===== src/rtl/rtc_pkg.sv =====
package rtc_pkg;
  localparam int ADDR_W = 8;
  localparam int DATA_W = 32;
  localparam int SEC_W  = 32;
  localparam int TICK_W = 16;
  localparam int FRAC_W = 4;
  localparam int CAL_W  = TICK_W + FRAC_W + 1;
  localparam int IRQ_N  = 2;

  localparam int IRQ_SEC = 0;
  localparam int IRQ_ALM = 1;

  localparam int CTL_OSC_BIT = 24;
  localparam int CTL_BAT_BIT = 31;

  localparam logic [CAL_W-1:0] CAL_RST = 21'h198233;

  localparam logic [7:0] A_LOAD_WR = 8'h00;
  localparam logic [7:0] A_LOAD_RD = 8'h04;
  localparam logic [7:0] A_CAL_WR  = 8'h08;
  localparam logic [7:0] A_CAL_RD  = 8'h0C;
  localparam logic [7:0] A_NOW     = 8'h10;
  localparam logic [7:0] A_TICK    = 8'h14;
  localparam logic [7:0] A_ALARM   = 8'h18;
  localparam logic [7:0] A_STS     = 8'h20;
  localparam logic [7:0] A_MASK    = 8'h24;
  localparam logic [7:0] A_UNMASK  = 8'h28;
  localparam logic [7:0] A_SETMASK = 8'h2C;
  localparam logic [7:0] A_CTL     = 8'h40;
endpackage


===== src/rtl/rtc_prescaler.sv =====
module rtc_prescaler #(
  parameter int TICK_W = 16,
  parameter int FRAC_W = 4,
  localparam int CNT_W = TICK_W + 1
) (
  input  logic              clk,
  input  logic              rst_n,
  input  logic              osc_tick,
  input  logic              restart,
  input  logic [TICK_W-1:0] term,
  input  logic [FRAC_W-1:0] frac,
  input  logic              fr_en,
  output logic [CNT_W-1:0]  tick_cnt,
  output logic              sec_evt
);
  logic [CNT_W-1:0]  cnt_q, cnt_d, limit;
  logic [FRAC_W-1:0] acc_q, acc_d;
  logic [FRAC_W:0]   acc_sum;
  logic              at_lim, stretch, cnt_en;

  // The carry of this second's accumulation stretches this same second.
  always_comb begin
    acc_sum = {1'b0, acc_q} + {1'b0, frac};
    stretch = fr_en & acc_sum[FRAC_W];
    limit   = {1'b0, term} + CNT_W'(stretch);
    at_lim  = (cnt_q == limit);
    sec_evt = osc_tick & at_lim & ~restart;
    cnt_en  = restart | osc_tick;
    cnt_d   = cnt_q;
    acc_d   = acc_q;
    if (restart) begin
      cnt_d = '0;
      acc_d = '0;
    end else if (osc_tick) begin
      if (at_lim) begin
        cnt_d = '0;
        if (fr_en) acc_d = acc_sum[FRAC_W-1:0];
      end else begin
        cnt_d = cnt_q + CNT_W'(1);
      end
    end
  end

  always_ff @(posedge clk or negedge rst_n) begin
    if (!rst_n) begin
      cnt_q <= '0;
      acc_q <= '0;
    end else if (cnt_en) begin
      cnt_q <= cnt_d;
      acc_q <= acc_d;
    end
  end

  assign tick_cnt = cnt_q;
endmodule


===== src/rtl/rtc_seconds.sv =====
module rtc_seconds #(
  parameter int SEC_W = 32
) (
  input  logic             clk,
  input  logic             rst_n,
  input  logic             sec_evt,
  input  logic             load_wr,
  input  logic             alarm_wr,
  input  logic [SEC_W-1:0] wdata,
  output logic [SEC_W-1:0] now_sec,
  output logic [SEC_W-1:0] load_val,
  output logic [SEC_W-1:0] alarm_val,
  output logic             alarm_hit
);
  logic [SEC_W-1:0] now_q, now_d, load_q, alarm_q;
  logic             pend_q, pend_d, pend_en;

  always_comb begin
    now_d     = pend_q ? load_q : now_q + SEC_W'(1);
    alarm_hit = sec_evt & (now_d == alarm_q);
    pend_en   = load_wr | sec_evt;
    pend_d    = load_wr;
  end

  always_ff @(posedge clk or negedge rst_n) begin
    if (!rst_n) now_q <= '0;
    else if (sec_evt) now_q <= now_d;
  end

  always_ff @(posedge clk or negedge rst_n) begin
    if (!rst_n) pend_q <= 1'b0;
    else if (pend_en) pend_q <= pend_d;
  end

  always_ff @(posedge clk or negedge rst_n) begin
    if (!rst_n) load_q <= '0;
    else if (load_wr) load_q <= wdata;
  end

  always_ff @(posedge clk or negedge rst_n) begin
    if (!rst_n) alarm_q <= '0;
    else if (alarm_wr) alarm_q <= wdata;
  end

  assign now_sec   = now_q;
  assign load_val  = load_q;
  assign alarm_val = alarm_q;
endmodule


===== src/rtl/rtc_irq.sv =====
module rtc_irq #(
  parameter int N = 2
) (
  input  logic         clk,
  input  logic         rst_n,
  input  logic [N-1:0] raise,
  input  logic [N-1:0] clr_w1,
  input  logic [N-1:0] unmask_w1,
  input  logic [N-1:0] mask_w1,
  output logic [N-1:0] sts,
  output logic [N-1:0] mask,
  output logic [N-1:0] irq
);
  for (genvar i = 0; i < N; i++) begin : g_src
    logic sts_q, sts_d, sts_en, msk_q, msk_d, msk_en;

    always_comb begin
      sts_en = raise[i] | clr_w1[i];
      sts_d  = raise[i];
      msk_en = unmask_w1[i] | mask_w1[i];
      msk_d  = mask_w1[i];
    end

    always_ff @(posedge clk or negedge rst_n) begin
      if (!rst_n) sts_q <= 1'b0;
      else if (sts_en) sts_q <= sts_d;
    end

    always_ff @(posedge clk or negedge rst_n) begin
      if (!rst_n) msk_q <= 1'b1;
      else if (msk_en) msk_q <= msk_d;
    end

    assign sts[i]  = sts_q;
    assign mask[i] = msk_q;
    assign irq[i]  = sts_q & ~msk_q;
  end
endmodule


===== src/rtl/rtc_sec_core.sv =====
module rtc_sec_core #(
  parameter int ADDR_W = rtc_pkg::ADDR_W,
  parameter int DATA_W = rtc_pkg::DATA_W,
  parameter int SEC_W  = rtc_pkg::SEC_W,
  parameter int TICK_W = rtc_pkg::TICK_W,
  parameter int FRAC_W = rtc_pkg::FRAC_W,
  localparam int CAL_W = TICK_W + FRAC_W + 1,
  localparam int CNT_W = TICK_W + 1,
  localparam int IRQ_N = rtc_pkg::IRQ_N
) (
  input  logic              clk,
  input  logic              rst_n,
  input  logic              osc_tick,
  input  logic [ADDR_W-1:0] reg_addr,
  input  logic              reg_wr,
  input  logic [DATA_W-1:0] reg_wdata,
  output logic [DATA_W-1:0] reg_rdata,
  output logic              irq_sec,
  output logic              irq_alarm
);
  import rtc_pkg::*;

  logic [1:0]       rst_sync_q;
  logic             rst_ni;
  logic             wr_load, wr_cal, wr_alarm, wr_sts, wr_unmask, wr_setmask, wr_ctl;
  logic             restart, sec_evt, alarm_hit;
  logic [CAL_W-1:0] cal_q;
  logic             osc_en_q, bat_en_q;
  logic [CNT_W-1:0] tick_cnt;
  logic [SEC_W-1:0] now_sec, load_val, alarm_val;
  logic [IRQ_N-1:0] sts, mask, irq, raise;

  always_ff @(posedge clk or negedge rst_n) begin
    if (!rst_n) rst_sync_q <= '0;
    else        rst_sync_q <= {rst_sync_q[0], 1'b1};
  end
  assign rst_ni = rst_sync_q[1];

  always_comb begin
    wr_load    = reg_wr && (reg_addr == ADDR_W'(A_LOAD_WR));
    wr_cal     = reg_wr && (reg_addr == ADDR_W'(A_CAL_WR));
    wr_alarm   = reg_wr && (reg_addr == ADDR_W'(A_ALARM));
    wr_sts     = reg_wr && (reg_addr == ADDR_W'(A_STS));
    wr_unmask  = reg_wr && (reg_addr == ADDR_W'(A_UNMASK));
    wr_setmask = reg_wr && (reg_addr == ADDR_W'(A_SETMASK));
    wr_ctl     = reg_wr && (reg_addr == ADDR_W'(A_CTL));
    restart    = wr_load | wr_cal;
  end

  always_ff @(posedge clk or negedge rst_ni) begin
    if (!rst_ni) cal_q <= CAL_RST;
    else if (wr_cal) cal_q <= reg_wdata[CAL_W-1:0];
  end

  always_ff @(posedge clk or negedge rst_ni) begin
    if (!rst_ni) begin
      osc_en_q <= 1'b0;
      bat_en_q <= 1'b0;
    end else if (wr_ctl) begin
      osc_en_q <= reg_wdata[CTL_OSC_BIT];
      bat_en_q <= reg_wdata[CTL_BAT_BIT];
    end
  end

  rtc_prescaler #(.TICK_W(TICK_W), .FRAC_W(FRAC_W)) u_presc (
    .clk      (clk),
    .rst_n    (rst_ni),
    .osc_tick (osc_tick),
    .restart  (restart),
    .term     (cal_q[TICK_W-1:0]),
    .frac     (cal_q[TICK_W+FRAC_W-1:TICK_W]),
    .fr_en    (cal_q[CAL_W-1]),
    .tick_cnt (tick_cnt),
    .sec_evt  (sec_evt)
  );

  rtc_seconds #(.SEC_W(SEC_W)) u_secs (
    .clk       (clk),
    .rst_n     (rst_ni),
    .sec_evt   (sec_evt),
    .load_wr   (wr_load),
    .alarm_wr  (wr_alarm),
    .wdata     (reg_wdata[SEC_W-1:0]),
    .now_sec   (now_sec),
    .load_val  (load_val),
    .alarm_val (alarm_val),
    .alarm_hit (alarm_hit)
  );

  always_comb begin
    raise          = '0;
    raise[IRQ_SEC] = sec_evt;
    raise[IRQ_ALM] = alarm_hit;
  end

  rtc_irq #(.N(IRQ_N)) u_irq (
    .clk       (clk),
    .rst_n     (rst_ni),
    .raise     (raise),
    .clr_w1    (wr_sts     ? reg_wdata[IRQ_N-1:0] : '0),
    .unmask_w1 (wr_unmask  ? reg_wdata[IRQ_N-1:0] : '0),
    .mask_w1   (wr_setmask ? reg_wdata[IRQ_N-1:0] : '0),
    .sts       (sts),
    .mask      (mask),
    .irq       (irq)
  );

  assign irq_sec   = irq[IRQ_SEC];
  assign irq_alarm = irq[IRQ_ALM];

  always_comb begin
    reg_rdata = '0;
    case (reg_addr)
      ADDR_W'(A_LOAD_RD): reg_rdata = DATA_W'(load_val);
      ADDR_W'(A_CAL_RD):  reg_rdata = DATA_W'(cal_q);
      ADDR_W'(A_NOW):     reg_rdata = DATA_W'(now_sec);
      ADDR_W'(A_TICK):    reg_rdata = DATA_W'(tick_cnt);
      ADDR_W'(A_ALARM):   reg_rdata = DATA_W'(alarm_val);
      ADDR_W'(A_STS):     reg_rdata = DATA_W'(sts);
      ADDR_W'(A_MASK):    reg_rdata = DATA_W'(mask);
      ADDR_W'(A_CTL): begin
        reg_rdata[CTL_OSC_BIT] = osc_en_q;
        reg_rdata[CTL_BAT_BIT] = bat_en_q;
      end
      default:            reg_rdata = '0;
    endcase
  end
endmodule


===== config.mk =====
export PLATFORM = sky130hd
export DESIGN_NAME = rtc_sec_core
export DESIGN_NICKNAME = d
export VERILOG_FILES = /design/src/rtl/rtc_pkg.sv /design/src/rtl/rtc_prescaler.sv /design/src/rtl/rtc_seconds.sv /design/src/rtl/rtc_irq.sv /design/src/rtl/rtc_sec_core.sv
export SDC_FILE = /design/constraint.sdc
export NUM_CORES = 1
export LEC_CHECK = 0
export BUFFER_PORTS_ARGS = -buffer_cell sky130_fd_sc_hd__buf_2
export CORE_MARGIN = 2
export CORE_UTILIZATION = 52
export DETAILED_ROUTE_END_ITERATION = 10
export PLACE_DENSITY = 0.79
export SLEW_MARGIN = 10
export SYNTH_ARGS = -nofsm -noshare
export SYNTH_HDL_FRONTEND = slang
export SYNTH_SLANG_ARGS = --single-unit

===== constraint.sdc =====
create_clock -name clk -period 4.6 [get_ports clk]
set_input_delay 0.23 -clock clk [delete_from_list [all_inputs] [get_ports clk]]
set_output_delay 0.23 -clock clk [all_outputs]
set_load 0.01 [all_outputs]

==> results.yml <==
die:
  fp.dieH_um: 141
  num_io_pins: 78
  core_sq_um: 18100
  die_area_sq_um: 19800
  initial_utilization: 0.534
  placementRows: 49
  die_w_um: 141
synthesis:
  synthAdderAreaFrac: 0.0124
  synthXorXnorAreaFrac: 0.0714
  ys_types: 79
  synth_top_area_frac: 0.351
  ys_seq_area_frac: 0.381
  ys_ff_latch: 147
  synth-simple-area-share: 0.190
  syn_area_sq_um: 9690
  netlist.top_cell.by_area: "dfrtp_1"
  synth_compound_area_frac: 0.188
  ys.flop_type: "dfrtp_1"
  synth_top_family_by_area: "simple AND/OR/NAND/NOR gates"
  ys_async_sr_fraction: 1.00
  yosys_warnings: 0
  avgSynthCellArea_sq_um: 9.16
  syn_inst: 1058
  synth-edff-count: 0
  synthMuxAreaShare: 0.116
  synth_fp_nets: 1111
  synth_area_leaders: "dfrtp_1 (35%), mux2_2 (10%), xnor2_1 (4.7%), a22oi_1 (4.6%), nand2_1 (3.9%)"
global_routing:
  grt_pass1_vias: 8369
  grt_max_degree: 86
  antenna_found_initial: 0
  grtUsageTotal: 0.296
  grt_pass1_wl_um: 45800
  overflow: 0
sta:
  max_clock_freq_ghz: 0.231
  tightestPinTransition_ns: 1.19
  max-slew-margin-rel: 0.205
  period_minus_slack_ns: 4.32
  final.setup.tns_ns: 0
  period_share: 0.939
  final-hold-violation-count: 0
  finalClockSkew_ns: 0.0109
  grt_setup_unrepaired: "false"
  final-max-slew-violation-count: 0
  finalSetupViolCount: 0
  finalWorstSetupSlack_ns: 0.279
worst_setup_path:
  cp-start-kind: "flop"
  reg2reg_slack_ns: 0.28
  crit_path_max_fanout: 61
  crit_arrival_ns: 4.65
  rr_worst_depth: 15
  critical_path.max_stage_delay_ns: 0.55
  rr_startpoint: "cal_q[16]"
  cp.required_ns: 4.93
  critPathCaptureType: "flop"
  rr_endpoint: "u_secs.now_sec[22]"
  cp_slowest_cell: "dfstp_2"
  crit_type: "reg -> reg"
  cp_cell_sequence: "ha_1, fa_1, a21o_1, a21oi_1, nor2b_1, ha_1, ha_2, and2_1, nand4_1, o31a_1, a311oi_1, nand4_2, nor4b_4, buf_12, mux2_2"
  cp_common_cell: "ha_1"
clock_network:
  clock_latency_ns: 0.44
  htree_num_levels: 4
  cts_tree: "built"
  cts_root_buffer: "clkbuf_16"
  cts-buffers-inserted: 17
  cts_buffer_depth: 2
  cts_num_sinks: 147
  clkTransAtPathRegs_ns: 0.07
routing:
  drt_iter0_markers: 1046
  via_per_inst: 6.61
  dr.pass1.iters: 6
  drc: 0
  drt_wl_total_um: 29000
  dr_total_vias: 8845
  ant_nets: 0
  post_drt_wl_per_cell_um: 21.6
finish:
  drive_gt1_frac: 0.225
  final_util: 0.597
  final_cell_mix: "dfrtp_1 (134), nand2_1 (100), mux2_2 (88)"
  area_growth_pct: 11.7
  layout_commonest_cell: "dfrtp_1"
  final_nets: 1149
  antennaDiodeCount: 0
pwr:
  power_density_nw_per_um2: 378
  p_leak_uw: 0.00490
  peakVddDrop_mv: 0.292
placement:
  dp_hpwl_um: 20700
  place_ws_ns: 0.308
  gp_congestion: 0.973
  port_buffers: 77
run:
  cap_violations: 0
worst_hold_path:
  hold-path-cell-count: 3
  hp-start: "reg_wdata[28]"
  worstHoldEndpoint: "u_secs.load_val[28]"
  hp-class: "in -> reg"
outcome:
  status: "complete, no violations"
==> sequential cells by signal, summed over array words and instances, names as in the netlist <==
signal             count
u_secs.now_sec        32
u_presc.acc_q          4
bat_en_q               1
u_irq.g_src.sts_q      2
osc_en_q               1
u_secs.pend_q          1
u_secs.load_val       32
u_presc.tick_cnt      17
rst_sync_q             2
cal_q                 21
u_secs.alarm_val      32
u_irq.g_src.msk_q      2
==> per-stage QoR <==
stage,hold slack (ns),cells,power (uW),cell area (sq um)
3_5_place_dp,0.0185,1305,2640,10200
5_1_grt,0.0320,1338,4270,10800
2_1_floorplan,-0.0656,1058,2360,9690
6_report,0.00151,1338,4100,10800
4_1_cts,0.00501,1338,4080,10800
3_3_place_gp,0.0160,1305,2620,10200
==> metal layers <==
metal	part of all wire	vias to the layer above	global-route usage	wire (um)
met5	0	-	0	0
met4	0.029	0	0.104	854
met3	0.089	68	0.0643	2580
met2	0.47	466	0.471	13600
met1	0.41	4330	0.402	12000
li1	-	3981	-	-
==> what timing repair did <==
action / CTS / global route
buffers inserted: 0 / 0
resized for setup: 0 / 1
hold buffers: 1 / 0
endpoints found under the hold margin: 2 / 0
endpoints found under the setup margin: 0 / 3
==> synth_stat cells (6+ instances only) <==
cell	count
nand3b_1	6
a21oi_1	52
nor4_1	20
or3_1	8
ha_1	8
buf_2	18
or4_1	6
o31ai_1	7
nand3_1	51
and3_1	13
nand2_1	100
dfstp_2	11
xor2_1	27
xnor2_1	52
nor3b_1	8
nand4_1	15
o21ai_1	10
nor2b_1	16
dfrtp_1	136
nand2b_1	7
nor2_1	54
a21o_1	14
a22oi_1	60
o21ai_0	53
nor3_1	23
inv_1	23
mux2i_1	13
clkbuf_1	49
mux2_2	88
or2_2	6
==> worst max-delay path by stage <==
stage | from | end | depth (start not counted)
after floorplan | rst_sync_q[1] | bat_en_q | 0
after global placement | cal_q[16] | u_secs.now_sec[22] | 15
after detailed placement | cal_q[16] | u_secs.now_sec[22] | 15
after CTS | cal_q[16] | u_irq.g_src[1].sts_q | 16
after global routing | cal_q[16] | u_irq.g_src[1].sts_q | 16
final | cal_q[16] | u_secs.now_sec[22] | 15
==> area by class of cell <==
cell class | instances | area, sq um
multi-input cells | 813 | 5620
repair buffers | 94 | 541
flip-flops and latches | 147 | 3700
clock inverters | 14 | 166
clock buffers | 18 | 429
well taps | 229 | 287
inverters | 23 | 86.3
fillers | 1533 | 7320
==> where the power goes <==
group	leakage [uW]	internal [uW]	switching [uW]	total, uW
logic	0.00272	394	518	912
clock network	0.000282	815	625	1440
registers	0.00190	1430	314	1750
==> critical path: cells and delay by family, from the launching register on <==
family	cells	cell delay, ns
AO/OA/AOI/OAI	4	0.83
flip-flops	1	0.55
buffers and inverters	1	0.30
adder cells (fa/ha/maj)	4	0.99
AND/OR/NAND/NOR	5	1.14
multiplexers	1	0.37
==> cells by family (layout without fill, tap and decap cells) <==
group	after synthesis	after routing
AND/OR/NAND/NOR	352	352
AO/OA/AOI/OAI	271	271
flip-flops	147	147
multiplexers	101	101
buffers and inverters	98	149
XOR/XNOR	79	79
adder cells (fa/ha/maj)	9	9
other	1	1
Note: power is estimated with default switching activity, not from simulation.
